--- config.mk ---
export PLATFORM = sky130hd
export DESIGN_NAME = fc_redundant_selector
export DESIGN_NICKNAME = d
export VERILOG_FILES = /design/src/rtl/fcs_pkg.sv /design/src/rtl/fcs_choice.sv /design/src/rtl/fcs_gate_map.sv /design/src/rtl/fc_redundant_selector.sv
export SDC_FILE = /design/constraint.sdc
export NUM_CORES = 1
export LEC_CHECK = 0
export BUFFER_PORTS_ARGS = -buffer_cell sky130_fd_sc_hd__buf_2
export CAP_MARGIN = 20
export CORE_MARGIN = 1
export CORE_UTILIZATION = 47
export DETAILED_ROUTE_END_ITERATION = 8
export PLACE_DENSITY = 0.79
export SETUP_SLACK_MARGIN = 0.15
export SKIP_LAST_GASP = 1
export SLEW_MARGIN = 20
export SYNTH_ARGS = -nofsm -noshare
export SYNTH_HDL_FRONTEND = slang
export SYNTH_SLANG_ARGS = --single-unit
--- constraint.sdc ---
create_clock -name clk -period 1.5 [get_ports clk]
set_clock_uncertainty 0.2 [all_clocks]
set_input_delay 0.15 -clock clk [delete_from_list [all_inputs] [get_ports clk]]
set_output_delay 0.15 -clock clk [all_outputs]
set_load 0.03 [all_outputs]
--- src/rtl/fcs_pkg.sv ---
package fcs_pkg;

    // Which of the two middle-level switch patterns a phase uses.
    typedef enum logic {
        ST_A = 1'b0,   // outer on, inner off
        ST_B = 1'b1    // outer off, inner on
    } red_e;

    // Encoding of a requested output level.
    typedef enum logic [1:0] {
        LV_LOW  = 2'd0,
        LV_MID  = 2'd1,
        LV_HIGH = 2'd2,
        LV_BAD  = 2'd3
    } lvl_e;

    typedef struct packed {
        logic outer;
        logic inner;
    } gate_t;

endpackage

--- src/rtl/fcs_choice.sv ---
module fcs_choice
    import fcs_pkg::*;
#(
    parameter int VW = 12
) (
    input  logic [VW-1:0] vfc,
    input  logic [VW-1:0] vdc,
    input  logic          cur_neg,
    output red_e          pick
);
    localparam int CW = VW + 1;

    logic [CW-1:0] twice_fc;
    logic [CW-1:0] link_ext;
    logic          below;

    // Comparing twice the capacitor voltage against the link voltage
    // avoids losing the odd bit that halving the link would drop.
    always_comb begin
        twice_fc = {vfc, 1'b0};
        link_ext = {1'b0, vdc};
        below    = (twice_fc < link_ext);
        pick     = (below ^ cur_neg) ? ST_A : ST_B;
    end
endmodule

--- src/rtl/fcs_gate_map.sv ---
module fcs_gate_map
    import fcs_pkg::*;
(
    input  logic [1:0] lvl,
    input  red_e       st,
    output gate_t      g
);
    always_comb begin
        unique case (lvl_e'(lvl))
            LV_LOW:  g = '{outer: 1'b0, inner: 1'b0};
            LV_MID:  g = (st == ST_A) ? gate_t'{outer: 1'b1, inner: 1'b0}
                                      : gate_t'{outer: 1'b0, inner: 1'b1};
            LV_HIGH: g = '{outer: 1'b1, inner: 1'b1};
            default: g = '{outer: 1'b0, inner: 1'b0};
        endcase
    end
endmodule

--- src/rtl/fc_redundant_selector.sv ---
module fc_redundant_selector
    import fcs_pkg::*;
#(
    parameter int NPH = 3,
    parameter int VW  = 12
) (
    input  logic              clk,
    input  logic              rst_n,
    input  logic              period_start,
    input  logic [2*NPH-1:0]  level_req,
    input  logic [NPH-1:0]    cur_neg,
    input  logic [NPH*VW-1:0] vfc,
    input  logic [VW-1:0]     vdc,
    output logic [NPH-1:0]    gate_outer,
    output logic [NPH-1:0]    gate_inner,
    output logic [NPH-1:0]    red_flip
);
    localparam int LW = 2;

    typedef struct packed {
        logic [NPH-1:0] choice;
        logic [NPH-1:0] outer;
        logic [NPH-1:0] inner;
        logic [NPH-1:0] flip;
    } state_t;

    state_t state_d, state_q;

    red_e  pick [NPH];
    red_e  eff  [NPH];
    gate_t gm   [NPH];
    logic [NPH-1:0] choice_q;

    assign choice_q = state_q.choice;

    for (genvar i = 0; i < NPH; i++) begin : g_phase
        fcs_choice #(.VW(VW)) u_choice (
            .vfc     (vfc[VW*i +: VW]),
            .vdc     (vdc),
            .cur_neg (cur_neg[i]),
            .pick    (pick[i])
        );

        // At a strobe the new choice governs this edge's request.
        assign eff[i] = period_start ? pick[i] : red_e'(state_q.choice[i]);

        fcs_gate_map u_map (
            .lvl (level_req[LW*i +: LW]),
            .st  (eff[i]),
            .g   (gm[i])
        );
    end

    always_comb begin
        state_d = state_q;
        for (int i = 0; i < NPH; i++) begin
            state_d.choice[i] = eff[i];
            state_d.outer[i]  = gm[i].outer;
            state_d.inner[i]  = gm[i].inner;
            state_d.flip[i]   = period_start && (pick[i] != red_e'(state_q.choice[i]));
        end
    end

    always_ff @(posedge clk or negedge rst_n) begin
        if (!rst_n) begin
            state_q <= '0;
        end else begin
            state_q <= state_d;
        end
    end

    assign gate_outer = state_q.outer;
    assign gate_inner = state_q.inner;
    assign red_flip   = state_q.flip;

endmodule

==> impl_metrics.tcl, run 1 <==
set metrics [dict create \
    status "complete, but fails checks" \
    failed_checks "DRC, setup timing" \
    yosys_warnings 0 \
    grt_pass1_vias 1663 \
    final_common_cell "buf_2" \
    wire_per_inst_um 17.28 \
    drive_gt1_share_pct 53.17 \
    min_to "red_flip[0]" \
    crit_chain "buf_8 -> inv_12 -> ha_4 -> nand4b_1 -> nor4_2 -> o31ai_2 -> o311a_4 -> mux2i_4 -> o31a_1" \
    initial_core_util_pct 51.08 \
    nets 352 \
    ys_types 35 \
    ios 69 \
    seq_area_frac_synth_pct 20.78 \
    rr_worst_depth 3 \
    layout_min_cycle_time_ns 1.865 \
    setup_ws_ns -0.3654 \
    ff2ff_setup_slack_ns 0.06 \
    antenna_found_initial 0 \
    fin_crit_sh_pct 124.4 \
    rows 19 \
    end_kind "flip-flop" \
    worstReg2RegStart "choice_q[1]" \
    syn_avg_cell_area_um2 8.654 \
    slowest_delay_ns 0.37 \
    synth_fp_nets 266 \
    die_y_um 57.45 \
    worst_slew_pin_slew_ns 0.3294 \
    mostFrequentLayoutCells "60 x buf_2, 24 x ha_1, 14 x nor2_1, 14 x ha_4" \
    dr.pass1.iters 8 \
    hold_class "in -> reg" \
    cts.sinks 12 \
    die_w_um 57.45 \
    power_leakage_nw 1.207 \
    finalHoldViolCount 0 \
    grt_max_degree 17 \
    die_area_mm2 0.003301 \
    maxSlewViolCount 0 \
    maxSlewHeadroom_pct 77.81 \
    clk_path_buf_depth 2 \
    hpwl_mm 3.303 \
    start_kind "input pin" \
    power_density_mw_per_mm2 557.9 \
    numCtsBuffers 3 \
    cts_max_level 1 \
    syn-cell-area_mm2 0.001445 \
    core_mm2 0.002829 \
    whs_path_depth 3 \
    crit_path_top_delay_cell "nor4_2" \
    hold_path_startpoint "cur_neg[0]" \
    stdcell_count 283 \
    cp.required_ns 1.46 \
    clock_latency_ns 0.27 \
    grt_usage_pct 26.95 \
    ir_drop_mv 0.4991 \
    worst-path-buf-inv 2 \
    critical_path_class "in -> reg" \
    cts_tree "built" \
    clkTransAtPathRegs_ns 0.07 \
    vias 1629 \
    syn_inst 167 \
    fin_area_mm2 0.002431 \
    diodes 0 \
    synth_seq_cells 12 \
    drc 5 \
    place_inst 274 \
    worst-path-max-fanout 3 \
    max_freq_mhz 536.1 \
    multi_input_area_mm2 0.001403 \
    final-seq-area_um2 300.3 \
    holdWs_ns 0.01635 \
    place_congestion 0.7945 \
    io_buffer_count 68 \
    critPathTopFamily "simple AND/OR/NAND/NOR gates" \
    syn2layout_area_growth_pct 68.22 \
    drtIter0Drc 38 \
    rsz0062_at_grt "yes" \
    postRouteAntennaNets 0 \
    cts-root-buf "clkbuf_4" \
    r2r-end "gate_inner[1]" \
    fill_cells 149 \
    placedInstanceArea_mm2 0.002073 \
    cp.arrival_ns 1.83 \
    grt-ovfl-total 0 \
    vias_per_cell 5.756 \
    grt_pass1_wl_mm 6.893 \
    cap_violations 0 \
    drt-total-wl_mm 4.890 \
    setup_viol_count_final 12 \
]
Yosys cell counts, drive strengths merged:
master	number	area share (%)
nand4	1	0.43
nand2b	8	3.5
nor3b	1	0.52
o31a	1	0.61
xor2	1	0.61
or3b	1	0.61
a2111o	1	0.78
nand2	13	3.4
nand3	1	0.35
o22ai	3	1.3
mux2	2	1.6
xnor2	2	1.2
nor2	14	3.6
nand4b	3	1.8
nor4	2	0.87
a21oi	10	3.5
a211o	1	0.61
nor3	2	0.69
o21ai	6	2.1
o311a	1	0.78
o31ai	1	0.52
mux2i	4	2.8
inv	21	5.5
ha	39	34
nor2b	3	1.3
a22o	1	0.61
clkbuf	1	0.26
o21a	1	0.52
o211ai	1	0.52
a21o	4	2.1
o21bai	1	0.52
a2111oi	1	0.69
a211oi	2	1.0
or2	1	0.43
dfrtp	12	21
cell type report:
| type | instances | area share (%) |
|---|---|---|
| Multi-Input combinational cell | 133 | 57.69 |
| Timing Repair Buffer | 82 | 21.41 |
| Sequential cell | 12 | 12.35 |
| Inverter | 21 | 5.455 |
| Tap cell | 31 | 1.595 |
| Clock buffer | 4 | 1.493 |
per-layer routing:
metal  vias up  wire, um  GRT usage (%)
met5         -         0              0
met4         0       247          11.50
met3        20       230          5.669
met2        79      2671          51.99
met1       764      1740          27.57
li1        766         -              -
state kept, by name, summed over array words and instances, names as in the netlist:
signal      cells
choice_q        3
gate_inner      3
gate_outer      3
red_flip        3
where the power goes:
group	switching [mW]	total [mW]	internal (mW)
Sequential	0.0135	0.373	0.359
Combinational	0.378	0.724	0.345
Clock	0.112	0.260	0.148
cell families (layout without fill, tap and decap cells):
kind of cell	after synthesis	after routing	share of synthesized area, %
and+or+nand+nor	50	50	17.49
AOI/OAI and AO/OA	35	35	16.11
DFF	12	12	20.78
buffers and inverters	22	107	5.714
xor gates and xnor gates	3	3	1.819
adders and majority gates	39	39	33.77
muxes	6	6	4.329
worst max-delay path by stage:
stage                        from            end  slack, ns  cells past startpoint
final                     vdc[11]  gate_inner[0]      -0.37                      9
after global routing      vdc[11]    red_flip[0]      -0.42                     10
after CTS                 vdc[11]  gate_inner[1]      -0.26                      9
after detailed placement  vdc[10]  gate_outer[0]      -0.71                      8
after global placement    vdc[10]  gate_outer[0]      -0.59                      8
after floorplan           vdc[11]  gate_outer[1]      -0.32                      8
tightest hold or removal path: stages:
cell and delay [ns]:
buf_2 0.12, xnor2_2 0.07, mux2i_1 0.11
metrics by stage:
step           util, %  total power, mW  TNS [ns]  setup WS [ns]
6_report         85.94            1.356    -3.315        -0.3654
2_1_floorplan        -           0.7179    -2.689        -0.3230
3_5_place_dp     73.29           0.9486    -6.985        -0.7122
4_1_cts          80.36            1.271    -1.804        -0.2609
3_3_place_gp     73.29           0.9094    -6.174        -0.5916
5_1_grt          85.94            1.440    -3.789        -0.4181
what timing repair did:
action / 4_1_cts / 5_1_grt
hold endpoints to repair: 12 / 0
pin swaps: 18 / 17
gates resized for setup: 33 / 19
hold buffers: 1 / 0
setup endpoints to repair: 12 / 12
buffers inserted: 1 / 3
Power figures use the tool's default switching activity.
==> run 2: changes to the inputs <==
==> constraint.sdc (replaced) <==
create_clock -name clk -period 1.8 [get_ports clk]
set_clock_uncertainty 0.2 [all_clocks]
set_input_delay 0.18 -clock clk [delete_from_list [all_inputs] [get_ports clk]]
set_output_delay 0.18 -clock clk [all_outputs]
set_load 0.03 [all_outputs]
==> run 2 against run 1 <==
Against the previous run: combinational power is 19% lower; final area hardly changed; register-to-register slack better by 0.37 ns; non-clock buffer count is 2 lower; wire length is 12% lower; power is 18% lower; the run ends with DRC left; final cell count is 0.71% lower; utilization hardly changed; global-route usage is 0.64 points higher; worst hold slack better by 0.027 ns.
==> impl_metrics.tcl, run 2 (synthesis gave the netlist of run 1 again) <==
set metrics [dict create \
    status "complete, but fails checks" \
    failed_checks "DRC" \
    dr.pass1.iters 7 \
    die_y_um 57.45 \
    start_kind "input pin" \
    worst-path-max-fanout 3 \
    initial_core_util_pct 51.08 \
    vias 1531 \
    utilization_pct 85.98 \
    io_buffer_count 68 \
    syn2layout_area_growth_pct 68.31 \
    worst_slew_pin_slew_ns 0.3175 \
    drtIter0Drc 60 \
    setup_viol_count_final 0 \
    holdWs_ns 0.04290 \
    grt_max_degree 17 \
    numCtsBuffers 3 \
    p_total_mw 1.112 \
    postRouteAntennaNets 0 \
    ir_drop_mv 0.4238 \
    rows 19 \
    cts.sinks 12 \
    layout_min_cycle_time_ns 1.798 \
    drive_gt1_share_pct 55.20 \
    max_freq_mhz 556.0 \
    cts_tree "built" \
    ios 69 \
    pre_cts_ws_ns -0.3993 \
    nets 350 \
    maxSlewViolCount 0 \
    place_congestion 0.8327 \
    hold_class "in -> reg" \
    wire_per_inst_um 15.31 \
    antenna_found_initial 0 \
    cts-root-buf "clkbuf_4" \
    drt-total-wl_mm 4.303 \
    mostFrequentLayoutCells "63 x buf_2, 22 x ha_1, 16 x ha_4" \
    grt-ovfl-total 0 \
    grt_pass1_vias 1663 \
    clk_path_buf_depth 2 \
    cts_max_level 1 \
    grt_pass1_wl_mm 6.996 \
    cp.required_ns 1.77 \
    power_density_mw_per_mm2 457.3 \
    diodes 0 \
    fin_crit_sh_pct 99.91 \
    setup_ws_ns 0.001594 \
    power_leakage_nw 1.200 \
    maxSlewHeadroom_pct 78.66 \
    cp.arrival_ns 1.77 \
    cap_violations 0 \
    finalHoldViolCount 0 \
    clkTransAtPathRegs_ns 0.08 \
    grt_usage_pct 27.59 \
    die_area_mm2 0.003301 \
    hpwl_mm 3.147 \
    drc 6 \
    rsz0062_at_grt "yes" \
    core_mm2 0.002829 \
    vias_per_cell 5.448 \
    clock_latency_ns 0.27 \
    final_common_cell "buf_2" \
    critical_path_class "in -> reg" \
    end_kind "flip-flop" \
    die_w_um 57.45 \
]
## run 2: cell type report
type / instances / area [um^2]
Timing Repair Buffer: 80 / 484.2
Fill cell: 152 / 396.6
Inverter: 21 / 135.1
Sequential cell: 12 / 300.3
Tap cell: 31 / 38.79
Clock buffer: 4 / 36.28
Multi-Input combinational cell: 133 / 1438
## run 2: repair_timing
| item | in CTS | in global routing |
|---|---|---|
| hold endpoints to repair | 12 | 0 |
| pin swaps | 23 | 9 |
| setup buffers | 0 | 1 |
| resized for setup | 38 | 16 |
| hold buffers | 1 | 0 |
| endpoints found under the setup margin | 11 | 12 |
## run 2: power by group
part / total (mW) / switching [mW] / internal, mW
sequential: 0.309 / 0.00948 / 0.299
clock: 0.220 / 0.0972 / 0.123
combinational: 0.583 / 0.303 / 0.280
total: 1.11 / 0.410 / 0.702
## run 2: worst paths after layout
path / startpoint / cells past startpoint / end / slack, ns
max: vdc[5] / 9 / gate_outer[1] / 0.002
min: level_req[3] / 3 / gate_inner[1] / 0.04
max reg2reg: choice_q[0] / 3 / gate_outer[0] / 0.43
min reg2reg: choice_q[2] / 2 / red_flip[2] / 0.34
max in group asynchronous: rst_n / 2 / gate_outer[2] / 1.10
min in group asynchronous: rst_n / 2 / red_flip[2] / 0.10
## run 2: through the flow
step / instance area, um^2 / TNS [ns] / std cells
2_1_floorplan: 1630 / -0.1521 / 167
3_3_place_gp: 2081 / -2.845 / 275
3_5_place_dp: 2081 / -3.484 / 275
4_1_cts: 2318 / 0 / 280
5_1_grt: 2432 / -0.1890 / 281
6_report: 2432 / 0 / 281
## run 2: routing by layer
metal  vias up  track usage, %  share of wire (%)
met5         -               0                  0
li1        761               -                  -
met4         0           8.014                1.3
met1       701           27.91                 39
met2        61           54.65                 54
met3         8           6.803                5.2
## run 2: critical path, stage by stage
cell and delay (ns):
buf_2 0.09, inv_1 0.08, ha_1 0.22, a21oi_2 0.14
nor3_1 0.06, a211o_1 0.31, a21oi_4 0.17, mux2_4 0.34
a22o_1 0.18
